--- config.mk ---
export PLATFORM = sky130hd
export DESIGN_NAME = dsp_xfer_unit
export DESIGN_NICKNAME = d
export VERILOG_FILES = /design/src/rtl/dsp_xfer_pkg.sv /design/src/rtl/dsp_regfile.sv /design/src/rtl/dsp_store_fmt.sv /design/src/rtl/dsp_ptr_unit.sv /design/src/rtl/dsp_bus_arb.sv /design/src/rtl/dsp_xfer_unit.sv
export SDC_FILE = /design/constraint.sdc
export NUM_CORES = 1
export LEC_CHECK = 0
export BUFFER_PORTS_ARGS = -buffer_cell sky130_fd_sc_hd__buf_2
export CORE_ASPECT_RATIO = 0.6
export CORE_UTILIZATION = 50
export DETAILED_ROUTE_END_ITERATION = 7
export GPL_TIMING_DRIVEN = 0
export PLACE_DENSITY = 0.69
export SLEW_MARGIN = 40
export SYNTH_ARGS = -nofsm -noshare
export SYNTH_HDL_FRONTEND = slang
export SYNTH_SLANG_ARGS = --single-unit
--- constraint.sdc ---
create_clock -name clk_i -period 7.2 [get_ports clk_i]
set_clock_uncertainty 0.1 [all_clocks]
set_input_delay 0 -clock clk_i [delete_from_list [all_inputs] [get_ports clk_i]]
set_output_delay 0 -clock clk_i [all_outputs]
set_load 0.05 [all_outputs]
--- src/rtl/dsp_xfer_pkg.sv ---
package dsp_xfer_pkg;
  localparam int DATA_W = 32;
  localparam int HALF_W = DATA_W / 2;
  localparam int NREG   = 8;
  localparam int NACC   = 2;

  localparam logic [3:0] SEL_A0  = 4'd6;
  localparam logic [3:0] SEL_A1  = 4'd7;
  localparam logic [3:0] SEL_A0G = 4'd8;
  localparam logic [3:0] SEL_A1G = 4'd9;

  typedef enum logic [1:0] {
    UPD_KEEP = 2'd0,
    UPD_INC  = 2'd1,
    UPD_DEC  = 2'd2,
    UPD_IDX  = 2'd3
  } upd_e;
endpackage

--- src/rtl/dsp_regfile.sv ---
module dsp_regfile
  import dsp_xfer_pkg::*;
#(
  parameter int GUARD_W = 8
) (
  input  logic                               clk_i,
  input  logic                               rst_ni,
  input  logic                               wr_en_i,
  input  logic                               long_i,
  input  logic [3:0]                         sel_i,
  input  logic [DATA_W-1:0]                  rdata_i,
  output logic [NREG-1:0][DATA_W-1:0]        regs_o,
  output logic [NACC-1:0][GUARD_W-1:0]       guard_o
);
  logic [DATA_W-1:0] wr_val;

  // word data lands in the upper half, lower half cleared
  assign wr_val = long_i ? rdata_i : {rdata_i[HALF_W-1:0], {HALF_W{1'b0}}};

  for (genvar i = 0; i < NREG; i++) begin : g_reg
    always_ff @(posedge clk_i or negedge rst_ni) begin
      if (!rst_ni) regs_o[i] <= '0;
      else if (wr_en_i && sel_i == 4'(i)) regs_o[i] <= wr_val;
    end
  end

  for (genvar g = 0; g < NACC; g++) begin : g_guard
    localparam logic [3:0] BODY_SEL  = SEL_A0 + 4'(g);
    localparam logic [3:0] GUARD_SEL = SEL_A0G + 4'(g);
    always_ff @(posedge clk_i or negedge rst_ni) begin
      if (!rst_ni) guard_o[g] <= '0;
      else if (wr_en_i && sel_i == BODY_SEL) guard_o[g] <= {GUARD_W{wr_val[DATA_W-1]}};
      else if (wr_en_i && sel_i == GUARD_SEL) guard_o[g] <= rdata_i[GUARD_W-1:0];
    end
  end
endmodule

--- src/rtl/dsp_store_fmt.sv ---
module dsp_store_fmt
  import dsp_xfer_pkg::*;
#(
  parameter int GUARD_W = 8
) (
  input  logic                         long_i,
  input  logic [3:0]                   sel_i,
  input  logic [NREG-1:0][DATA_W-1:0]  regs_i,
  input  logic [NACC-1:0][GUARD_W-1:0] guard_i,
  output logic [DATA_W-1:0]            wdata_o
);
  logic [DATA_W-1:0]  src;
  logic [GUARD_W-1:0] gsrc;

  assign src  = regs_i[sel_i[2:0]];
  assign gsrc = guard_i[sel_i[0]];

  always_comb begin
    if (sel_i < 4'(NREG)) begin
      wdata_o = long_i ? src : {{HALF_W{1'b0}}, src[DATA_W-1:HALF_W]};
    end else if (sel_i == SEL_A0G || sel_i == SEL_A1G) begin
      wdata_o = {{(DATA_W-GUARD_W){gsrc[GUARD_W-1]}}, gsrc};
    end else begin
      wdata_o = '0;
    end
  end
endmodule

--- src/rtl/dsp_ptr_unit.sv ---
module dsp_ptr_unit
  import dsp_xfer_pkg::*;
#(
  parameter int NUM_PTR = 4,
  parameter int ADDR_W  = 32,
  parameter int PSEL_W  = 2
) (
  input  logic                            clk_i,
  input  logic                            rst_ni,
  input  logic                            upd_en_i,
  input  logic                            long_i,
  input  logic [PSEL_W-1:0]               sel_i,
  input  logic [1:0]                      mode_i,
  input  logic [ADDR_W-1:0]               idx_i,
  input  logic                            ld_en_i,
  input  logic [PSEL_W-1:0]               ld_sel_i,
  input  logic [ADDR_W-1:0]               ld_data_i,
  output logic [ADDR_W-1:0]               cur_o,
  output logic [NUM_PTR-1:0][ADDR_W-1:0]  ptrs_o
);
  localparam logic [ADDR_W-1:0] STEP_WORD = ADDR_W'(2);
  localparam logic [ADDR_W-1:0] STEP_LONG = ADDR_W'(4);

  logic [ADDR_W-1:0] step, nxt;

  assign cur_o = ptrs_o[sel_i];
  assign step  = long_i ? STEP_LONG : STEP_WORD;

  always_comb begin
    unique case (upd_e'(mode_i))
      UPD_INC:  nxt = cur_o + step;
      UPD_DEC:  nxt = cur_o - step;
      UPD_IDX:  nxt = cur_o + idx_i;
      default:  nxt = cur_o;
    endcase
  end

  for (genvar i = 0; i < NUM_PTR; i++) begin : g_ptr
    always_ff @(posedge clk_i or negedge rst_ni) begin
      if (!rst_ni) ptrs_o[i] <= '0;
      else if (upd_en_i && sel_i == PSEL_W'(i)) ptrs_o[i] <= nxt;
      else if (ld_en_i && ld_sel_i == PSEL_W'(i)) ptrs_o[i] <= ld_data_i;
    end
  end
endmodule

--- src/rtl/dsp_bus_arb.sv ---
module dsp_bus_arb
  import dsp_xfer_pkg::*;
#(
  parameter int ADDR_W = 32
) (
  input  logic              xfer_req_i,
  input  logic              xfer_we_i,
  input  logic              xfer_long_i,
  input  logic [ADDR_W-1:0] xfer_addr_i,
  input  logic [DATA_W-1:0] xfer_wdata_i,
  input  logic              fetch_req_i,
  input  logic [ADDR_W-1:0] fetch_addr_i,
  output logic              fetch_stall_o,
  output logic [ADDR_W-1:0] bus_addr_o,
  output logic              bus_xfer_o,
  output logic              bus_we_o,
  output logic              bus_long_o,
  output logic [DATA_W-1:0] bus_wdata_o
);
  // data transfer has fixed priority over fetch
  assign bus_xfer_o    = xfer_req_i;
  assign fetch_stall_o = xfer_req_i & fetch_req_i;
  assign bus_addr_o    = xfer_req_i ? xfer_addr_i : fetch_addr_i;
  assign bus_we_o      = xfer_req_i & xfer_we_i;
  assign bus_long_o    = xfer_req_i & xfer_long_i;
  assign bus_wdata_o   = (xfer_req_i & xfer_we_i) ? xfer_wdata_i : '0;
endmodule

--- src/rtl/dsp_xfer_unit.sv ---
module dsp_xfer_unit
  import dsp_xfer_pkg::*;
#(
  parameter int NUM_PTR = 4,
  parameter int ADDR_W  = 32,
  parameter int GUARD_W = 8,
  parameter int PSEL_W  = (NUM_PTR > 1) ? $clog2(NUM_PTR) : 1
) (
  input  logic              clk_i,
  input  logic              rst_ni,
  input  logic              req_i,
  input  logic              store_i,
  input  logic              long_i,
  input  logic [3:0]        reg_sel_i,
  input  logic [PSEL_W-1:0] ptr_sel_i,
  input  logic [1:0]        upd_i,
  input  logic [ADDR_W-1:0] idx_i,
  input  logic              ptr_ld_i,
  input  logic [PSEL_W-1:0] ptr_ld_sel_i,
  input  logic [ADDR_W-1:0] ptr_ld_data_i,
  input  logic              fetch_req_i,
  input  logic [ADDR_W-1:0] fetch_addr_i,
  output logic              fetch_stall_o,
  output logic [ADDR_W-1:0] bus_addr_o,
  output logic              bus_xfer_o,
  output logic              bus_we_o,
  output logic              bus_long_o,
  output logic [DATA_W-1:0] bus_wdata_o,
  input  logic [DATA_W-1:0] bus_rdata_i
);
  logic [NREG-1:0][DATA_W-1:0]   regs_q;
  logic [NACC-1:0][GUARD_W-1:0]  guard_q;
  logic [NUM_PTR-1:0][ADDR_W-1:0] ptrs_q;
  logic [ADDR_W-1:0]             cur_addr;
  logic [DATA_W-1:0]             st_data;
  logic                          load_en;

  assign load_en = req_i & ~store_i & (reg_sel_i <= SEL_A1G);

  dsp_regfile #(.GUARD_W(GUARD_W)) u_rf (
    .clk_i   (clk_i),
    .rst_ni  (rst_ni),
    .wr_en_i (load_en),
    .long_i  (long_i),
    .sel_i   (reg_sel_i),
    .rdata_i (bus_rdata_i),
    .regs_o  (regs_q),
    .guard_o (guard_q)
  );

  dsp_store_fmt #(.GUARD_W(GUARD_W)) u_fmt (
    .long_i  (long_i),
    .sel_i   (reg_sel_i),
    .regs_i  (regs_q),
    .guard_i (guard_q),
    .wdata_o (st_data)
  );

  dsp_ptr_unit #(.NUM_PTR(NUM_PTR), .ADDR_W(ADDR_W), .PSEL_W(PSEL_W)) u_ptr (
    .clk_i     (clk_i),
    .rst_ni    (rst_ni),
    .upd_en_i  (req_i),
    .long_i    (long_i),
    .sel_i     (ptr_sel_i),
    .mode_i    (upd_i),
    .idx_i     (idx_i),
    .ld_en_i   (ptr_ld_i),
    .ld_sel_i  (ptr_ld_sel_i),
    .ld_data_i (ptr_ld_data_i),
    .cur_o     (cur_addr),
    .ptrs_o    (ptrs_q)
  );

  dsp_bus_arb #(.ADDR_W(ADDR_W)) u_arb (
    .xfer_req_i    (req_i),
    .xfer_we_i     (store_i),
    .xfer_long_i   (long_i),
    .xfer_addr_i   (cur_addr),
    .xfer_wdata_i  (st_data),
    .fetch_req_i   (fetch_req_i),
    .fetch_addr_i  (fetch_addr_i),
    .fetch_stall_o (fetch_stall_o),
    .bus_addr_o    (bus_addr_o),
    .bus_xfer_o    (bus_xfer_o),
    .bus_we_o      (bus_we_o),
    .bus_long_o    (bus_long_o),
    .bus_wdata_o   (bus_wdata_o)
  );
endmodule

# --- After elaboration in Yosys (flattened, before gate mapping) ---
# Cells that the tools add are included.
word_totals:
  register_bits: 400
  latch_bits: 0
  mem_bits_rw: 0
  rom_bits: 0
  input_bits: 145
  out_inout_bits: 68
  word_cells: 100
  n_memories: 0
classes:
  add_sub_neg: 3
  multipliers: 0
  div: 0
  order_cmp: 5
  n_eq_ne: 18
  shifts: 0
  muxes: 26
  bitwise_logic: 6
  n_reduce_logical: 28
ops:
  columns: ["operator", "n"]
  rows:
  - ["$mux W32", 16]
  - ["$bmux W32 S3", 1]
  - ["$pmux W32 S3", 1]
  - ["$add A32 B32 Y32", 2]
  - ["$bmux W32 S2", 1]
  - ["$mux W8", 6]
  - ["$sub A32 B32 Y32", 1]
  - ["$logic_and A1 B1 Y1", 18]
  - ["$eq A4 B3 Y1 const B", 4]
  - ["$eq A2 B2 Y1 const B", 6]
  - ["$reduce_bool A2 Y1", 6]
  - ["$eq A4 B2 Y1 const B", 2]
  - ["$eq A4 B4 Y1 const B", 2]
  - ["$eq A2 B1 Y1 const B", 3]
  - ["$and A1 B1 Y1", 5]
  - ["$eq A4 B1 Y1 const B", 1]
  - ["$le A4 B4 Y1 const B", 1]
  - ["$logic_not A2 Y1", 2]
  - ["$logic_not A4 Y1", 1]
  - ["$lt A3 B4 Y1 const B", 1]
  - ["$lt A4 B4 Y1 const B", 1]
  - ["$lt A2 B3 Y1 const B", 1]
  - ["$mux W3", 1]
  - ["$lt A1 B2 Y1 const B", 1]
  - ["2 further kinds", 2]

# --- Logic depth before layout (Yosys ltp) ---
logic_depth:
  ltp_word: 6
  mapped_depth: 15
  depth_no_buf: 13

# --- Hierarchy ---
# From an unflattened synthesis, not the netlist that was laid out.
hier_totals:
  hier_cells: 1880
  area_unflattened_um2: 22685.5
by_module_without_submodules:
  columns: ["module", "instances", "cells_per_inst", "area_per_inst_um2", "seq_area_each_um2"]
  rows:
  - ["dsp_regfile", 1, 648, 10699.0, 6806.5]
  - ["dsp_ptr_unit", 1, 947, 8951.1, 3203.1]
  - ["dsp_store_fmt", 1, 205, 2373.5, 0.0]
  - ["dsp_bus_arb", 1, 78, 648.1, 0.0]
  - ["dsp_xfer_unit", 1, 2, 13.8, 0.0]

# --- Least setup slack after synthesis ---
# OpenSTA, ideal clock, no wires.
synth_path:
  path_kind: "input-to-reg"
  start: "in ptr_sel_i[0]"
  end: "reg u_ptr.ptrs_o[126] in the netlist's numbering"
  setup_ps: 81
  arrival_time_ps: 3122
  required_ps: 7019
  slack_ps: 3897
  cell_stages: 13
  path_buffers: 3
  path_cell_list: "buf_2 -> buf_2 -> mux4_2 -> ha_1 -> buf_2 -> a21o_1 -> a31oi_1 -> a211o_1 -> a21oi_1 -> o311a_1 -> o21ai_1 -> or3b_4 -> a31oi_2"
synth_via:
  elab_chain_cells: 5
  word_cells_on_any_way: 10
  cone_classes: "add/sub (3); eq/ne (1); mux (4); reduce/logical (2)"
synth_rtl:
  columns: ["item", "line_no", "text"]
  rows:
  - ["from (decl)", "dsp_xfer_unit.sv:15", "input logic [PSEL_W-1:0] ptr_sel_i,"]
  - ["$bmux W32 S2", "dsp_ptr_unit.sv:26", "assign cur_o = ptrs_o[sel_i];"]
  - ["$mux W32 (implied by the code)", "dsp_ptr_unit.sv:26", null]
  - ["$add A32 B32 Y32 (tied with other cells)", "dsp_ptr_unit.sv:33", "UPD_IDX: nxt = cur_o + idx_i;"]
  - ["$pmux W32 S3", "dsp_ptr_unit.sv:30", "unique case (upd_e'(mode_i))"]
  - ["$mux W32", "dsp_ptr_unit.sv:41", "else if (upd_en_i && sel_i == PSEL_W'(i)) ptrs_o[i] <= nxt;"]
  - ["to (signal, indexed assignment)", "dsp_ptr_unit.sv:41", null]
  - ["to (signal, indexed assignment)", "dsp_ptr_unit.sv:42", "else if (ld_en_i && ld_sel_i == PSEL_W'(i)) ptrs_o[i] <= ld_data_i;"]
  - ["to (decl)", "dsp_ptr_unit.sv:19", "output logic [NUM_PTR-1:0][ADDR_W-1:0] ptrs_o"]
# Several ways; a longest one is shown, not always the timed one. The select of a mux whose other input is x is not followed.
# A chain may end at the register's enable or synchronous reset.

# --- Final worst setup path ---
layout_path:
  start: "in ptr_sel_i[1]"
  end: "reg u_ptr.ptrs_o[48] in the netlist's numbering"
# Same word-level chain as after synthesis.

==> results.json <==
{
  "status": "completed",
  "finalPower_mw": 8.20,
  "fin_nets": 2666,
  "synthCells": 2159,
  "grt_max_degree": 79,
  "worst_path_most_repeated_cell": "a21oi_1",
  "synth.distinct_cells": 68,
  "power.leakage_nw": 11.6,
  "place_congestion": 1.02,
  "yosys.area.top_type_share": 0.459,
  "slew_violations": 0,
  "synthAdderAreaFrac": 0.0187,
  "worst-path-max-fanout": 10,
  "dp_hpwl_um": 58200,
  "maxCapViolCount": 0,
  "start_util": 0.514,
  "powerDensity_nw_per_um2": 317,
  "required_ns": 7.49,
  "yosys_most_used_dff": "dfrtp_1",
  "setup_violations": 0,
  "worst_pin_slew_ns": 0.990,
  "cts_root_buf": "clkbuf_16",
  "synth_commonest_cells": "nand2_1, dfrtp_1, o21ai_0",
  "power_switching_mw": 3.06,
  "path_depth": 15,
  "dr.pass1.iters": 6,
  "cpMaxStageDelayCell": "buf_1",
  "hold_viol": 0,
  "dieArea_um2": 44500,
  "yosys_warnings": 0,
  "port_buffers": 207,
  "cts_resized": 0,
  "cp_cell_sequence": "buf_2 -> clkbuf_1 -> buf_1 -> mux4_2 -> ha_1 -> inv_1 -> fa_1 -> nor2b_1 -> o2111ai_1 -> a211o_1 -> a21oi_1 -> o211a_1 -> o21ai_0 -> a31oi_1 -> a21oi_1",
  "clock_sinks": 400,
  "core_area_um2": 42500,
  "clkPwrFrac": 0.263,
  "ctsHtreeMaxLevel": 2,
  "startpoint_type": "input port",
  "overflow": 0,
  "grt_usage": 0.358,
  "hold_path_class": "in -> reg",
  "max_slew_margin": 0.340,
  "ys_seq_elements": 400,
  "antenna_found_initial": 2,
  "worstHoldPathCells": 5,
  "syn-cell-area_um2": 21800,
  "critPathKind": "in -> reg",
  "synth_top_area_cell": "dfrtp_1",
  "io_pins": 213,
  "syn_nets": 2336,
  "seq_area_frac_synth": 0.459,
  "crit_buf_inv": 4,
  "drc_errors": 0,
  "clkLatencyLatePin_ns": 0.56,
  "cts_buffer_depth": 3,
  "synth_simple_gate_area_frac": 0.112,
  "grt_pass1_vias": 18800,
  "reg2reg_depth": 12,
  "sw_frac_of_total": 0.373,
  "grt_pass1_wl_um": 118000,
  "die_w_um": 272,
  "synth_top_family_by_area": "multiplexers",
  "p_seq_frac": 0.370,
  "whs_ns": 0.0511,
  "ys_async_sr_fraction": 1.00,
  "fin_tns_setup_ns": 0,
  "combPwrFrac": 0.367,
  "area_growth_syn_to_layout_pct": 18.5,
  "cts_tree": "done",
  "critPathTopFamily": "compound AO/OA/AOI/OAI gates",
  "synth_edf_count": 0,
  "synth_area_per_cell_um2": 10.1,
  "vias": 19600,
  "routed_wl_um": 79400,
  "clk_pin_slew_ns": 0.07,
  "fmax_mhz": 217,
  "synth_most_common_cell": "nand2_1",
  "rsz0062_at_grt": "false",
  "synth_compound_area_frac": 0.166,
  "drtIter0Drc": 2906,
  "irDropWorstVdd_mv": 0.160,
  "max_stage_delay_ns": 0.79,
  "end_kind": "flop",
  "netlist_top_cells_area": "dfrtp_1, mux4_2, o21ai_0",
  "cts_inserted_buffers": 39,
  "final_util": 0.609,
  "wl_per_cell_um": 25.7,
  "muxShareOfSynthArea": 0.203,
  "worstPathArrival_ns": 4.89,
  "rows": 58,
  "power.internal_mw": 5.14,
  "die_h_um": 164,
  "fin_crit_ns": 4.60,
  "period_share": 0.640,
  "vias_per_cell": 6.33,
  "layout-drive-gt1-share": 0.207,
  "synth_xor_xnor_area_share": 0.00963,
  "drtAntennaViolNets": 0
}
## final cells by class
| type | count | area [um^2] |
|---|---|---|
| plain buffers | 166 | 673 |
| well taps | 570 | 713 |
| clock inverters | 9 | 164 |
| clock buffers | 59 | 1160 |
| multi-input cells | 1582 | 11100 |
| repair buffers | 289 | 1960 |
| flip-flops and latches | 400 | 10000 |
| inverters | 11 | 41.3 |
| diodes | 3 | 7.51 |
| fillers | 3545 | 16600 |
## metrics by stage
step | std cells | setup slack, ns | instance area, um^2
floorplan | 2159 | 3.90 | 21800
global placement | 2936 | -1.72 | 23600
detailed placement | 2941 | 2.39 | 23700
CTS | 3085 | 2.94 | 25800
global route | 3087 | 2.59 | 25900
finish | 3089 | 2.60 | 25900
## layer usage
metal	GRT usage	vias to the layer above	wire length, um	part of all wire
met4	0.0743	0	1570	0.020
met1	0.521	9813	33700	0.42
li1	-	8419	-	-
met5	0	-	0	0
met3	0.168	136	12300	0.15
met2	0.480	1190	31800	0.40
## power by group through the flow
stage | clock [mW] | sequential, mW | combinational [mW]
after global routing | 2.27 | 3.08 | 3.22
after CTS | 2.17 | 3.02 | 2.88
after floorplan | 0 | 2.96 | 1.96
after global placement | 0 | 3.02 | 2.75
after detailed placement | 0 | 3.05 | 2.83
final | 2.16 | 3.03 | 3.01
## kinds of logic after synthesis
logic type | Yosys count
buffers and inverters | 177
muxes | 310
adders and majority gates | 32
and+or+nand+nor | 586
xor gates and xnor gates | 24
DFF | 400
AOI/OAI and AO/OA | 630
## placed cells by master (no fill, tap or decap), drive strengths merged, types with 4 or more instances in the layout
master       count
nor2b           21
o21ai          369
nor3b            5
dfrtp          400
and2             4
and4             4
a211oi          21
a221o            8
mux2i          109
buf            248
and3             6
a211o           13
nand2b           6
dlygate4sd3     75
clkbuf         191
mux2           105
bufinv           4
a21o            13
nor3             6
or3              5
nor2            85
inv             13
o21a            37
o22a             8
mux4            96
o211ai           5
xor2             7
ha              31
nand3           15
xnor2           17
nand3b           4
nand2          413
a21oi          124
a31oi           12
## worst register-to-register path, delay by kind of cell (launching register included)
family / cells / cell delay (ns)
AOI/OAI and AO/OA: 7 / 2.23
adders and majority gates: 2 / 0.66
DFF: 1 / 0.37
muxes: 1 / 0.32
and+or+nand+nor: 1 / 0.20
buffers and inverters: 1 / 0.07
## registers in the layout, summed over array words and instances, names as in the netlist
signal / flops
u_ptr.ptrs_o: 128
u_rf.guard_o: 16
u_rf.regs_o: 256
## worst paths after layout
| kind | slack (ns) | startpoint | end |
|---|---|---|---|
| worst max-delay path | 2.60 | ptr_sel_i[1] | u_ptr.ptrs_o[48] |
| worst min-delay path | 0.05 | ptr_sel_i[1] | u_ptr.ptrs_o[25] |
| worst max register to register | 3.08 | u_ptr.ptrs_o[0] | u_ptr.ptrs_o[48] |
| worst min register to register | 0.38 | u_rf.regs_o[196] | u_rf.regs_o[196] |
| max in group asynchronous | 5.01 | rst_ni | u_rf.regs_o[44] |
| min in group asynchronous | 0.44 | rst_ni | u_rf.regs_o[58] |
## repair_timing
item / CTS / global route
buffers inserted: 0 / 0
setup endpoints to repair: 0 / 0
hold buffers: 76 / 0
hold endpoints to repair: 471 / 0
No activity file was read; power rests on OpenSTA's default activity.
